===== src/rtl/stage_realign_pkg.sv =====
package stage_realign_pkg;

   // Header length in bytes for a size code.
   function automatic int hdr_len_of(input int code, input int unit);
      return code * unit;
   endfunction

   // Whole bus beats covered by a header.
   function automatic int drop_beats_of(input int hdr_len, input int bus_bytes);
      return hdr_len / bus_bytes;
   endfunction

   // Lane offset of the first byte after the header.
   function automatic int lane_shift_of(input int hdr_len, input int bus_bytes);
      return hdr_len % bus_bytes;
   endfunction

endpackage


===== src/rtl/realign_shift_src.sv =====
module realign_shift_src
   import stage_realign_pkg::*;
#(
   parameter int BUS_BYTES       = 8,
   parameter int VAR_SIZE        = 1,
   parameter int FIXED_HDR_BYTES = 6,
   parameter int CODE_W          = 4,
   parameter int SIZE_UNIT       = 4,
   parameter int DROP_W          = 4,
   parameter int SHIFT_W         = 3
) (
   input  logic [CODE_W-1:0]  size_code,
   output logic [DROP_W-1:0]  drop_beats,
   output logic [SHIFT_W-1:0] shift_bytes
);

   if (VAR_SIZE != 0) begin : g_table
      localparam int ENTRIES = 1 << CODE_W;
      logic [DROP_W-1:0]  tbl_drop  [ENTRIES];
      logic [SHIFT_W-1:0] tbl_shift [ENTRIES];

      for (genvar c = 0; c < ENTRIES; c++) begin : g_entry
         assign tbl_drop[c]  = DROP_W'(drop_beats_of(hdr_len_of(c, SIZE_UNIT), BUS_BYTES));
         assign tbl_shift[c] = SHIFT_W'(lane_shift_of(hdr_len_of(c, SIZE_UNIT), BUS_BYTES));
      end

      assign drop_beats  = tbl_drop[size_code];
      assign shift_bytes = tbl_shift[size_code];
   end else begin : g_const
      localparam int FDROP  = drop_beats_of(FIXED_HDR_BYTES, BUS_BYTES);
      localparam int FSHIFT = lane_shift_of(FIXED_HDR_BYTES, BUS_BYTES);
      logic unused_code;
      assign unused_code = ^size_code;
      assign drop_beats  = DROP_W'(FDROP);
      assign shift_bytes = SHIFT_W'(FSHIFT);
   end

endmodule


===== src/rtl/realign_ctrl.sv =====
module realign_ctrl #(
   parameter int BUS_BYTES = 8,
   parameter int DROP_W    = 4,
   parameter int SHIFT_W   = 3,
   parameter int CNT_W     = 4,
   parameter int ID_W      = 8
) (
   input  logic               clk,
   input  logic               rst_n,
   input  logic               in_valid,
   input  logic               in_sop,
   input  logic               in_eop,
   input  logic [CNT_W-1:0]   in_bytes,
   input  logic [ID_W-1:0]    in_id,
   input  logic               in_hdr_valid,
   input  logic [DROP_W-1:0]  tbl_drop,
   input  logic [SHIFT_W-1:0] tbl_shift,
   output logic               emit,
   output logic [CNT_W-1:0]   emit_bytes,
   output logic               emit_sop,
   output logic               emit_eop,
   output logic               flush,
   output logic [CNT_W-1:0]   flush_bytes,
   output logic               flush_sop,
   output logic [SHIFT_W-1:0] cur_shift,
   output logic [ID_W-1:0]    cur_id
);

   localparam logic [DROP_W-1:0] BEAT_SAT = {DROP_W{1'b1}};

   logic [DROP_W-1:0]  drop_q;
   logic [SHIFT_W-1:0] shift_q;
   logic [ID_W-1:0]    id_q;
   logic [DROP_W-1:0]  beat_q;
   logic               first_q;
   logic               flush_q;
   logic [CNT_W-1:0]   fbytes_q;
   logic               fsop_q;

   logic [DROP_W-1:0]  eff_drop;
   logic [SHIFT_W-1:0] eff_shift;
   logic [CNT_W-1:0]   shift_ext;
   logic [CNT_W-1:0]   eff_ext;
   logic               need_flush;
   logic               last_short;

   // A start beat loads new per-packet settings; an absent header means no shift.
   assign eff_drop  = in_sop ? (in_hdr_valid ? tbl_drop  : '0) : drop_q;
   assign eff_shift = in_sop ? (in_hdr_valid ? tbl_shift : '0) : shift_q;
   assign shift_ext = CNT_W'(shift_q);
   assign eff_ext   = CNT_W'(eff_shift);

   // A joined beat is ready once the covered beats have passed.
   assign emit       = in_valid & ~in_sop & (beat_q > drop_q);
   assign last_short = in_eop & (in_bytes < shift_ext);
   assign emit_eop   = emit & in_eop & (in_bytes <= shift_ext);
   assign emit_bytes = last_short ? (CNT_W'(BUS_BYTES) - (shift_ext - in_bytes))
                                  : CNT_W'(BUS_BYTES);
   assign emit_sop   = first_q;
   assign need_flush = in_valid & in_eop & (in_bytes > eff_ext);

   assign flush       = flush_q;
   assign flush_bytes = fbytes_q;
   assign flush_sop   = fsop_q;
   assign cur_shift   = shift_q;
   assign cur_id      = id_q;

   always_ff @(posedge clk or negedge rst_n) begin
      if (!rst_n) begin
         drop_q   <= '0;
         shift_q  <= '0;
         id_q     <= '0;
         beat_q   <= '0;
         first_q  <= 1'b0;
         flush_q  <= 1'b0;
         fbytes_q <= '0;
         fsop_q   <= 1'b0;
      end else begin
         flush_q <= need_flush;
         if (need_flush) begin
            fbytes_q <= in_bytes - eff_ext;
            fsop_q   <= in_sop | (first_q & ~emit);
         end
         if (in_valid) begin
            if (in_sop) begin
               drop_q  <= eff_drop;
               shift_q <= eff_shift;
               id_q    <= in_id;
               beat_q  <= DROP_W'(1);
               first_q <= 1'b1;
            end else begin
               if (beat_q != BEAT_SAT) beat_q <= beat_q + DROP_W'(1);
               if (emit) first_q <= 1'b0;
            end
         end
      end
   end

endmodule


===== src/rtl/realign_datapath.sv =====
module realign_datapath #(
   parameter int BUS_BYTES = 8,
   parameter int SHIFT_W   = 3,
   parameter int CNT_W     = 4,
   parameter int ID_W      = 8
) (
   input  logic                   clk,
   input  logic                   rst_n,
   input  logic                   in_valid,
   input  logic [8*BUS_BYTES-1:0] in_data,
   input  logic                   emit,
   input  logic [CNT_W-1:0]       emit_bytes,
   input  logic                   emit_sop,
   input  logic                   emit_eop,
   input  logic                   flush,
   input  logic [CNT_W-1:0]       flush_bytes,
   input  logic                   flush_sop,
   input  logic [SHIFT_W-1:0]     cur_shift,
   input  logic [ID_W-1:0]        cur_id,
   output logic                   out_valid,
   output logic [8*BUS_BYTES-1:0] out_data,
   output logic                   out_sop,
   output logic                   out_eop,
   output logic [CNT_W-1:0]       out_bytes,
   output logic [ID_W-1:0]        out_id
);

   localparam int DATA_W = 8 * BUS_BYTES;

   logic [DATA_W-1:0]   prev_q;
   logic [2*DATA_W-1:0] pair;
   logic [DATA_W-1:0]   shifted;

   // A flush drains the held beat alone, so the upper half is empty.
   assign pair = {(flush ? {DATA_W{1'b0}} : in_data), prev_q};

   for (genvar k = 0; k < BUS_BYTES; k++) begin : g_lane
      assign shifted[8*k +: 8] = pair[8*(32'(cur_shift) + k) +: 8];
   end

   always_ff @(posedge clk or negedge rst_n) begin
      if (!rst_n) begin
         prev_q    <= '0;
         out_valid <= 1'b0;
         out_data  <= '0;
         out_sop   <= 1'b0;
         out_eop   <= 1'b0;
         out_bytes <= '0;
         out_id    <= '0;
      end else begin
         if (in_valid) prev_q <= in_data;
         out_valid <= flush | emit;
         if (flush) begin
            out_data  <= shifted;
            out_sop   <= flush_sop;
            out_eop   <= 1'b1;
            out_bytes <= flush_bytes;
            out_id    <= cur_id;
         end else if (emit) begin
            out_data  <= shifted;
            out_sop   <= emit_sop;
            out_eop   <= emit_eop;
            out_bytes <= emit_bytes;
            out_id    <= cur_id;
         end
      end
   end

endmodule


===== src/rtl/stage_realigner.sv =====
module stage_realigner
   import stage_realign_pkg::*;
#(
   parameter int BUS_BYTES       = 8,
   parameter int VAR_SIZE        = 1,
   parameter int FIXED_HDR_BYTES = 6,
   parameter int CODE_W          = 4,
   parameter int SIZE_UNIT       = 4,
   parameter int ID_W            = 8
) (
   input  logic                                 clk,
   input  logic                                 rst_n,
   input  logic                                 in_valid,
   input  logic [8*BUS_BYTES-1:0]               in_data,
   input  logic                                 in_sop,
   input  logic                                 in_eop,
   input  logic [$clog2(BUS_BYTES+1)-1:0]       in_bytes,
   input  logic [ID_W-1:0]                      in_id,
   input  logic                                 in_hdr_valid,
   input  logic [CODE_W-1:0]                    in_size_code,
   output logic                                 out_valid,
   output logic [8*BUS_BYTES-1:0]               out_data,
   output logic                                 out_sop,
   output logic                                 out_eop,
   output logic [$clog2(BUS_BYTES+1)-1:0]       out_bytes,
   output logic [ID_W-1:0]                      out_id
);

   localparam int SHIFT_W  = $clog2(BUS_BYTES);
   localparam int CNT_W    = $clog2(BUS_BYTES + 1);
   localparam int MAX_HDR  = (VAR_SIZE != 0) ? ((1 << CODE_W) - 1) * SIZE_UNIT : FIXED_HDR_BYTES;
   localparam int MAX_DROP = drop_beats_of(MAX_HDR, BUS_BYTES);
   localparam int DROP_W   = $clog2(MAX_DROP + 2);

   if (BUS_BYTES < 2 || (BUS_BYTES & (BUS_BYTES - 1)) != 0) begin : g_bad_bus
      $error("BUS_BYTES must be a power of two of at least 2");
   end
   if (VAR_SIZE == 0 && FIXED_HDR_BYTES < 0) begin : g_bad_fixed
      $error("FIXED_HDR_BYTES must not be negative");
   end
   if (VAR_SIZE != 0 && (SIZE_UNIT < 1 || CODE_W < 1 || CODE_W > 8)) begin : g_bad_code
      $error("size code needs 1..8 bits and a positive unit");
   end
   if (ID_W < 1) begin : g_bad_id
      $error("ID_W must be positive");
   end

   logic [DROP_W-1:0]  tbl_drop;
   logic [SHIFT_W-1:0] tbl_shift;
   logic               ctl_emit;
   logic [CNT_W-1:0]   ctl_emit_bytes;
   logic               ctl_emit_sop;
   logic               ctl_emit_eop;
   logic               ctl_flush;
   logic [CNT_W-1:0]   ctl_flush_bytes;
   logic               ctl_flush_sop;
   logic [SHIFT_W-1:0] ctl_shift;
   logic [ID_W-1:0]    ctl_id;

   realign_shift_src #(
      .BUS_BYTES(BUS_BYTES), .VAR_SIZE(VAR_SIZE), .FIXED_HDR_BYTES(FIXED_HDR_BYTES),
      .CODE_W(CODE_W), .SIZE_UNIT(SIZE_UNIT), .DROP_W(DROP_W), .SHIFT_W(SHIFT_W)
   ) u_src (
      .size_code   (in_size_code),
      .drop_beats  (tbl_drop),
      .shift_bytes (tbl_shift)
   );

   realign_ctrl #(
      .BUS_BYTES(BUS_BYTES), .DROP_W(DROP_W), .SHIFT_W(SHIFT_W), .CNT_W(CNT_W), .ID_W(ID_W)
   ) u_ctrl (
      .clk          (clk),
      .rst_n        (rst_n),
      .in_valid     (in_valid),
      .in_sop       (in_sop),
      .in_eop       (in_eop),
      .in_bytes     (in_bytes),
      .in_id        (in_id),
      .in_hdr_valid (in_hdr_valid),
      .tbl_drop     (tbl_drop),
      .tbl_shift    (tbl_shift),
      .emit         (ctl_emit),
      .emit_bytes   (ctl_emit_bytes),
      .emit_sop     (ctl_emit_sop),
      .emit_eop     (ctl_emit_eop),
      .flush        (ctl_flush),
      .flush_bytes  (ctl_flush_bytes),
      .flush_sop    (ctl_flush_sop),
      .cur_shift    (ctl_shift),
      .cur_id       (ctl_id)
   );

   realign_datapath #(
      .BUS_BYTES(BUS_BYTES), .SHIFT_W(SHIFT_W), .CNT_W(CNT_W), .ID_W(ID_W)
   ) u_dp (
      .clk         (clk),
      .rst_n       (rst_n),
      .in_valid    (in_valid),
      .in_data     (in_data),
      .emit        (ctl_emit),
      .emit_bytes  (ctl_emit_bytes),
      .emit_sop    (ctl_emit_sop),
      .emit_eop    (ctl_emit_eop),
      .flush       (ctl_flush),
      .flush_bytes (ctl_flush_bytes),
      .flush_sop   (ctl_flush_sop),
      .cur_shift   (ctl_shift),
      .cur_id      (ctl_id),
      .out_valid   (out_valid),
      .out_data    (out_data),
      .out_sop     (out_sop),
      .out_eop     (out_eop),
      .out_bytes   (out_bytes),
      .out_id      (out_id)
   );

endmodule


===== config.mk =====
export PLATFORM = sky130hd
export DESIGN_NAME = stage_realigner
export DESIGN_NICKNAME = d
export VERILOG_FILES = /design/src/rtl/stage_realign_pkg.sv /design/src/rtl/realign_shift_src.sv /design/src/rtl/realign_ctrl.sv /design/src/rtl/realign_datapath.sv /design/src/rtl/stage_realigner.sv
export SDC_FILE = /design/constraint.sdc
export NUM_CORES = 1
export LEC_CHECK = 0
export ABC_AREA = 1
export BUFFER_PORTS_ARGS = -buffer_cell sky130_fd_sc_hd__buf_2
export CAP_MARGIN = 20
export CELL_PAD_IN_SITES_DETAIL_PLACEMENT = 1
export CELL_PAD_IN_SITES_GLOBAL_PLACEMENT = 2
export CORE_ASPECT_RATIO = 1.5
export CORE_MARGIN = 3
export CORE_UTILIZATION = 35
export CTS_CLUSTER_SIZE = 25
export DETAILED_ROUTE_END_ITERATION = 10
export PLACE_DENSITY = 0.86
export SYNTH_ARGS = -nofsm -noshare
export SYNTH_HDL_FRONTEND = slang
export SYNTH_HIERARCHICAL = 1
export SYNTH_SLANG_ARGS = --single-unit

===== constraint.sdc =====
create_clock -name clk -period 2.6 [get_ports clk]
set_input_delay 0.39 -clock clk [delete_from_list [all_inputs] [get_ports clk]]
set_output_delay 0.39 -clock clk [all_outputs]
set_load 0.05 [all_outputs]

[After elaboration in Yosys (flattened, before gate mapping)]
Memories as Yosys holds them, arrays and structs flattened.
Index checks and enable logic that the tools add are counted.
Storage, ports and cells
  logic and storage cells: 84
  output and inout port bits: 79
  input bits: 86
  bits in latches: 0
  memory bits (read-only): 112
  memories: 2
  RAM bits: 0
  bits in registers: 169
Memory list
  (no name shown): words 16, width 4, read ports 1, clocked after memory_dff 0, wr ports 0, line realign_shift_src.sv:27  | assign drop_beats = tbl_drop[size_code];
  (no name shown): words 16, width 3, read ports 1, clocked after memory_dff 0, wr ports 0, line realign_shift_src.sv:28  | assign shift_bytes = tbl_shift[size_code];
Cells by class
  divide/modulo/power cells: 0
  mux-type cells: 23
  multiply operators: 0
  order comparisons: 5
  shift operators: 8
  reduce and logical (&&, ||, !) cells: 6
  add/sub/neg operators: 11
  equal/unequal tests: 1
  bitwise logic cells: 13
Operators with widths (count)
  $shiftx 128x33->8: 7
  $mux 64: 3
  $shiftx 128x7->8: 1
  $mux 4: 8
  $add 3x3->4 const B: 4
  $mux 8: 2
  $mux 3: 4
  $add 3x2->4 const B: 2
  $and 1x1->1: 8
  $mux 1: 6
  $reduce_and 2->1: 3
  $reduce_bool 2->1: 3
  $ge 5x5->1 const B: 1
  $not 4->5: 1
  $add 3x1->4 const B: 1
  $add 4x1->4 const B: 1
  $gt 4x3->1: 1
  $gt 4x4->1: 1
  $le 4x3->1: 1
  $lt 4x3->1: 1
  $ne 4x4->1 const B: 1
  $sub 3x4->4: 1
  $sub 4x3->4: 1
  $sub 4x4->4 const A: 1
  2 further kinds: 4

[Logic depth before layout (Yosys ltp)]
  depth after elaboration: 8
  mapped depth: 14
  gate-level depth less buffers: 14

[By module]
Netlist, hierarchy kept.
By module, submodules not included
  realign_datapath: instances 1, sequential area each 3578.4 um2, cells an instance 1180, area an instance 8683.3 um2
  realign_ctrl: instances 1, sequential area each 650.6 um2, cells an instance 195, area an instance 1531.5 um2
  realign_shift_src: instances 1, sequential area each 0.0 um2, cells an instance 8, area an instance 56.3 um2

[Worst setup path after synthesis]
No wires, ideal clock.
  path kind: flip-flop to flip-flop
  start point: reg u_ctrl.beat_q[3]
  end point: reg u_dp.out_data[23]
  path buffers: 2
  setup time: 0.118 ns
  data required time: 2.482 ns
  cell stages (with the launch flop): 13
  path slack: 0.812 ns
  clock period less this slack: 1.788 ns
  data arrival time: 1.671 ns
  path through: dfrtp_1 -> ha_1 -> nand2_1 -> o21ai_0 -> nor2_1 -> nand2_1 -> inv_1 -> nor2_4 -> inv_2 -> buf_2 -> buf_2 -> nand2_1 -> nand2_1
Between the ends
  word-level cells in the longest chain between the ends: 3
RTL lines
  start, declared: line realign_ctrl.sv:34  | logic [DROP_W-1:0] beat_q;
  start signal, assigned: line realign_ctrl.sv:92  | if (beat_q != BEAT_SAT) beat_q <= beat_q + DROP_W'(1);
  $gt 4x4->1: line realign_ctrl.sv:54  | assign emit = in_valid & ~in_sop & (beat_q > drop_q);
  $and 1x1->1: line realign_ctrl.sv:54
  net ctl_emit: line stage_realigner.sv:50  | logic ctl_emit;
  $reduce_bool 2->1 (no line)
  end signal, assigned: line realign_datapath.sv:54  | out_data <= shifted;
  end signal, assigned: line realign_datapath.sv:60  | out_data <= shifted;
  end, declared: line realign_datapath.sv:21  | output logic [8*BUS_BYTES-1:0] out_data,
The timed path passes the listed nets, and every way through them passes these cells.
A chain may end at the register's enable or synchronous reset.

[Worst setup path after layout]
  start point: reg u_ctrl.shift_q[0], in the netlist u_ctrl/cur_shift[0]
  end point: reg u_dp.out_data[59]
Between the ends
  word-level cells in the longest chain between the ends: 4
RTL lines
  start, declared: line realign_ctrl.sv:32  | logic [SHIFT_W-1:0] shift_q;
  start signal, assigned: line realign_ctrl.sv:87  | shift_q <= eff_shift;
  $add 3x3->4 *: line realign_datapath.sv:38  | assign shifted[8*k +: 8] = pair[8*(32'(cur_shift) + k) +: 8];
  $shiftx 128x33->8 *: line realign_datapath.sv:38
  $mux 64: line realign_datapath.sv:59  | end else if (emit) begin
  $mux 64 *: line realign_datapath.sv:53  | if (flush) begin
Mark *: on every way between the ends. The rest lies on a longest branch, timed or not. The select of a mux whose other input is x is not followed.

==> metrics.txt <==
# TYPE chip_impl_metric gauge
chip_impl_metric{name="whs_path_depth",unit=""} 3
chip_impl_metric{name="area_growth",unit="%"} 15.8
chip_impl_metric{name="worst_path_largest_cell_delay",unit="ns"} 0.66
chip_impl_info{name="worstReg2RegStart",value="u_ctrl/cur_shift[0]"} 1
chip_impl_metric{name="die_width",unit="µm"} 146
chip_impl_info{name="outcome",value="complete, no violations"} 1
chip_impl_metric{name="dpl.hpwl",unit="mm"} 25.0
chip_impl_metric{name="route.vias.total",unit=""} 9950
chip_impl_metric{name="syn-mean-instance-area",unit="µm²"} 7.43
chip_impl_metric{name="finalClockSkew",unit="ns"} 0.00861
chip_impl_metric{name="drtAntennaViolNets",unit=""} 0
chip_impl_metric{name="fp.dieArea",unit="mm²"} 0.0315
chip_impl_metric{name="final_max_slew_viol_count",unit=""} 0
chip_impl_metric{name="dr.pass1.iters",unit=""} 5
chip_impl_metric{name="postCtsSetupBuffers",unit=""} 0
chip_impl_info{name="hold_start",value="in_id[4]"} 1
chip_impl_info{name="critPathLaunchType",value="register"} 1
chip_impl_info{name="gr-max-usage-layer",value="met2"} 1
chip_impl_metric{name="power_frac_clock",unit=""} 0.218
chip_impl_metric{name="finalSetupTns",unit="ns"} 0
chip_impl_metric{name="max_slew.worst_pin.slew",unit="ns"} 0.832
chip_impl_metric{name="area_of_placed_instances",unit="mm²"} 0.0114
chip_impl_metric{name="synthCells",unit=""} 1383
chip_impl_metric{name="timing.final.hold_violations",unit=""} 0
chip_impl_metric{name="globalRouteMet1Util",unit=""} 0.317
chip_impl_metric{name="cts.sinks",unit=""} 169
chip_impl_metric{name="yosys.area_share.adder",unit=""} 0.0190
chip_impl_metric{name="synth-compound-area-share",unit=""} 0.0261
chip_impl_metric{name="finalHoldWorstSlack",unit="ns"} 0.130
chip_impl_metric{name="depth_of_the_most_critical_reg_to_reg_path",unit=""} 7
chip_impl_metric{name="total_switching_power",unit="mW"} 5.23
chip_impl_metric{name="gp_congestion",unit=""} 0.856
chip_impl_metric{name="grt_pass1_wl",unit="mm"} 57.3
chip_impl_metric{name="layoutNonFillerInstCount",unit=""} 1897
chip_impl_metric{name="max_clock_freq",unit="MHz"} 489
chip_impl_info{name="r2r_end",value="u_dp/out_data[59]"} 1
chip_impl_metric{name="ys_seq_elements",unit=""} 169
chip_impl_metric{name="maxCapViolCount",unit=""} 0
chip_impl_metric{name="post-route-period-util",unit=""} 0.787
chip_impl_metric{name="combinationalPowerShare",unit=""} 0.438
chip_impl_metric{name="grt_max_degree",unit=""} 100
chip_impl_metric{name="ys_types",unit=""} 33
chip_impl_metric{name="ctsHtreeMaxLevel",unit=""} 4
chip_impl_metric{name="synth.yosys.warnings",unit=""} 6
chip_impl_metric{name="vias_per_instance",unit=""} 5.25
chip_impl_metric{name="tritoncts.num_buffers",unit=""} 17
chip_impl_metric{name="clock_path_buffers",unit=""} 2
chip_impl_info{name="timing.hold.worst_endpoint",value="u_ctrl/cur_id[4]"} 1
chip_impl_metric{name="yosys-mux-area-fraction",unit=""} 0.0702
chip_impl_metric{name="power_frac_seq",unit=""} 0.344
chip_impl_metric{name="die_y",unit="µm"} 216
chip_impl_metric{name="groute.layer.met3.usage",unit=""} 0.0391
chip_impl_metric{name="clkTransAtPathRegs",unit="ns"} 0.07
chip_impl_metric{name="slew_headroom",unit=""} 0.445
chip_impl_metric{name="cp_data_arrival_time",unit="ns"} 2.43
chip_impl_metric{name="detail_route.drc_violations",unit=""} 0
chip_impl_info{name="cts_tree",value="yes"} 1
chip_impl_info{name="cp_cell_sequence",value="buf_4 > nand3_1 > nand3_1 > nand3_1 > nand2_1 > nand2_1 > nand2_1"} 1
chip_impl_metric{name="placed_cells",unit=""} 1865
chip_impl_metric{name="global_route.usage.total",unit=""} 0.227
chip_impl_metric{name="n_antenna_cell",unit=""} 0
chip_impl_metric{name="place.port_buffers",unit=""} 164
chip_impl_info{name="ctsRootBufferMaster",value="sky130_fd_sc_hd__clkbuf_16"} 1
chip_impl_metric{name="insertion_delay",unit="ns"} 0.45
chip_impl_metric{name="post_cts_resize_count",unit=""} 0
chip_impl_metric{name="period_needed",unit="ns"} 2.05
chip_impl_metric{name="core.rowCount",unit=""} 76
chip_impl_metric{name="grt_pass1_vias",unit=""} 10200
chip_impl_metric{name="initial_util",unit=""} 0.356
chip_impl_info{name="crit_path_end_kind",value="register"} 1
chip_impl_metric{name="design_area",unit="mm²"} 0.0119
chip_impl_metric{name="power.static_leakage",unit="nW"} 6.09
chip_impl_metric{name="grt_overflow",unit=""} 0
chip_impl_metric{name="design.core.area",unit="mm²"} 0.0288
chip_impl_metric{name="setup_viol",unit=""} 0
chip_impl_metric{name="met2_usage",unit=""} 0.354
chip_impl_info{name="worst_hold_path_type",value="in -> reg"} 1
chip_impl_metric{name="required",unit="ns"} 2.98
chip_impl_metric{name="synth_simple_gate_area_share",unit=""} 0.400
chip_impl_metric{name="synth_sequential_area_ratio",unit=""} 0.412
chip_impl_metric{name="netlist_area",unit="mm²"} 0.0103
chip_impl_metric{name="number_of_antenna_violations_at_the_first_check_in_global_routing",unit=""} 3
chip_impl_metric{name="drtIter0Drc",unit=""} 633
chip_impl_metric{name="ir_worst_vdd",unit="mV"} 0.529
chip_impl_metric{name="drt-total-wl",unit="mm"} 35.5
chip_impl_metric{name="finish.net_count",unit=""} 1596
chip_impl_metric{name="pwr_density_cell",unit="mW/mm²"} 924
chip_impl_metric{name="routedWlPerCell",unit="µm"} 18.7
chip_impl_metric{name="fraction_of_layout_cells_with_a_size_suffix_above_1",unit=""} 0.210
chip_impl_metric{name="reg2reg_slack",unit="ns"} 0.55
chip_impl_info{name="cpMaxStageDelayCell",value="sky130_fd_sc_hd__buf_4"} 1
chip_impl_metric{name="design_power_total",unit="mW"} 11.0
chip_impl_info{name="rsz0062_at_grt",value="false"} 1
chip_impl_metric{name="critPathMaxFanout",unit=""} 70
chip_impl_metric{name="hold_buffers",unit=""} 0
chip_impl_info{name="setup.worst_path.class",value="reg -> reg"} 1
chip_impl_metric{name="synth-xor-area-share",unit=""} 0.00256
chip_impl_metric{name="io-pin-count",unit=""} 165
chip_impl_metric{name="internal-power",unit="mW"} 5.76
chip_impl_metric{name="sw_frac_of_total",unit=""} 0.476
chip_impl_info{name="largest_family_of_logic_cells_by_synthesized_area",value="simple AND/OR/NAND/NOR gates"} 1
[Yosys cell counts (all sizes together)]
master / instances / area [µm²]
a21oi: 25 / 125
a32oi: 1 / 8.76
and3: 2 / 13.8
buf: 88 / 532
clkbuf: 15 / 57.6
clkinv: 1 / 3.75
conb: 1 / 3.75
dfrtp: 169 / 4230
fa: 1 / 20.0
ha: 14 / 175
inv: 33 / 131
mux2: 64 / 721
nand2: 527 / 1990
nand3: 372 / 1920
nand4: 2 / 12.5
nor2: 38 / 158
nor3: 1 / 5.00
o21ai: 26 / 134
xor2: 3 / 26.3
[state kept, by name (all words and copies together), names as in the netlist]
| register | count |
|---|---|
| u_ctrl/cur_id | 8 |
| u_ctrl/flush_bytes | 4 |
| u_ctrl/beat_q | 4 |
| u_dp/out_bytes | 4 |
| u_ctrl/cur_shift | 3 |
| u_ctrl/emit_sop | 1 |
| u_ctrl/flush_sop | 1 |
| u_ctrl/flush | 1 |
| u_dp/out_data | 64 |
| u_dp/out_id | 8 |
| u_dp/out_sop | 1 |
| u_dp/prev_q | 64 |
| u_dp/out_eop | 1 |
| u_ctrl/drop_q | 4 |
| u_dp/out_valid | 1 |
[cell type report]
cell class / count / area (µm²)
Fill cell: 3632 / 16900
Multi-Input combinational cell: 1079 / 5330
Sequential cell: 169 / 4240
Timing Repair Buffer: 194 / 1180
Tap cell: 390 / 488
Clock buffer: 18 / 439
Inverter: 34 / 135
Clock inverter: 13 / 93.8
[worst max path at each step]
stage,start,end,slack (ns),cells after the start
floorplan,u_ctrl/beat_q[3],u_dp/out_data[23],0.81,12
global placement,u_ctrl/beat_q[2],u_dp/out_data[39],0.62,12
detailed placement,u_ctrl/beat_q[2],u_dp/out_data[39],0.59,12
CTS,u_ctrl/beat_q[2],u_dp/out_data[39],0.59,12
global route,u_ctrl/beat_q[2],u_dp/out_data[39],0.42,12
finish,u_ctrl/cur_shift[0],u_dp/out_data[59],0.55,7
[power by group through the flow]
stage	logic, mW	clock network, mW	registers (mW)
final	4.81	2.40	3.78
after global routing	5.21	2.57	3.88
after floorplan	1.62	0	5.59
after detailed placement	4.85	0	3.83
after global placement	4.78	0	3.81
after CTS	4.87	2.48	3.79
[per-layer routing]
layer	wire length, µm	up-vias	share of wire
met5	38	-	0.0011
met4	1060	6	0.030
met2	16300	242	0.46
li1	-	4787	-
met3	1760	56	0.050
met1	16300	4859	0.46
[worst max-delay path: cells and delay by family, from the launching register on]
kind | cells | cell delay [ns]
buffers and inverters | 1 | 0.66
AND/OR/NAND/NOR | 6 | 0.73
flip-flops | 1 | 0.51
[layout by cell type (no fill, tap or decap), types with 3 or more instances in the layout]
master / count
sky130_fd_sc_hd__inv_2: 4
sky130_fd_sc_hd__clkbuf_16: 17
sky130_fd_sc_hd__clkinv_2: 6
sky130_fd_sc_hd__buf_2: 163
sky130_fd_sc_hd__buf_12: 10
sky130_fd_sc_hd__a21oi_1: 25
sky130_fd_sc_hd__inv_1: 26
sky130_fd_sc_hd__conb_1: 3
sky130_fd_sc_hd__xor2_1: 3
sky130_fd_sc_hd__o21ai_1: 9
sky130_fd_sc_hd__mux2_2: 64
sky130_fd_sc_hd__dfrtp_1: 166
sky130_fd_sc_hd__buf_4: 19
sky130_fd_sc_hd__nand2_1: 524
sky130_fd_sc_hd__nor2_1: 36
sky130_fd_sc_hd__nand3_2: 10
sky130_fd_sc_hd__inv_4: 3
sky130_fd_sc_hd__ha_1: 14
sky130_fd_sc_hd__inv_6: 5
sky130_fd_sc_hd__nand3_1: 361
sky130_fd_sc_hd__o21ai_0: 16
[through the flow]
stage               worst slack [ns]  utilization
floorplan                      0.812            -
global placement               0.616        0.394
detailed placement             0.592        0.394
CTS                            0.586        0.413
global route                   0.419        0.413
finish                         0.555        0.413
[cell families (layout without fill, tap and decap cells)]
family / after synthesis / count (layout)
AND/OR/NAND/NOR: 942 / 942
flip-flops: 169 / 169
buffers and inverters: 137 / 259
multiplexers: 64 / 64
AO/OA/AOI/OAI: 52 / 52
adder cells (fa/ha/maj): 15 / 15
XOR/XNOR: 3 / 3
other: 1 / 3
No activity file was read; power rests on OpenSTA's default activity.
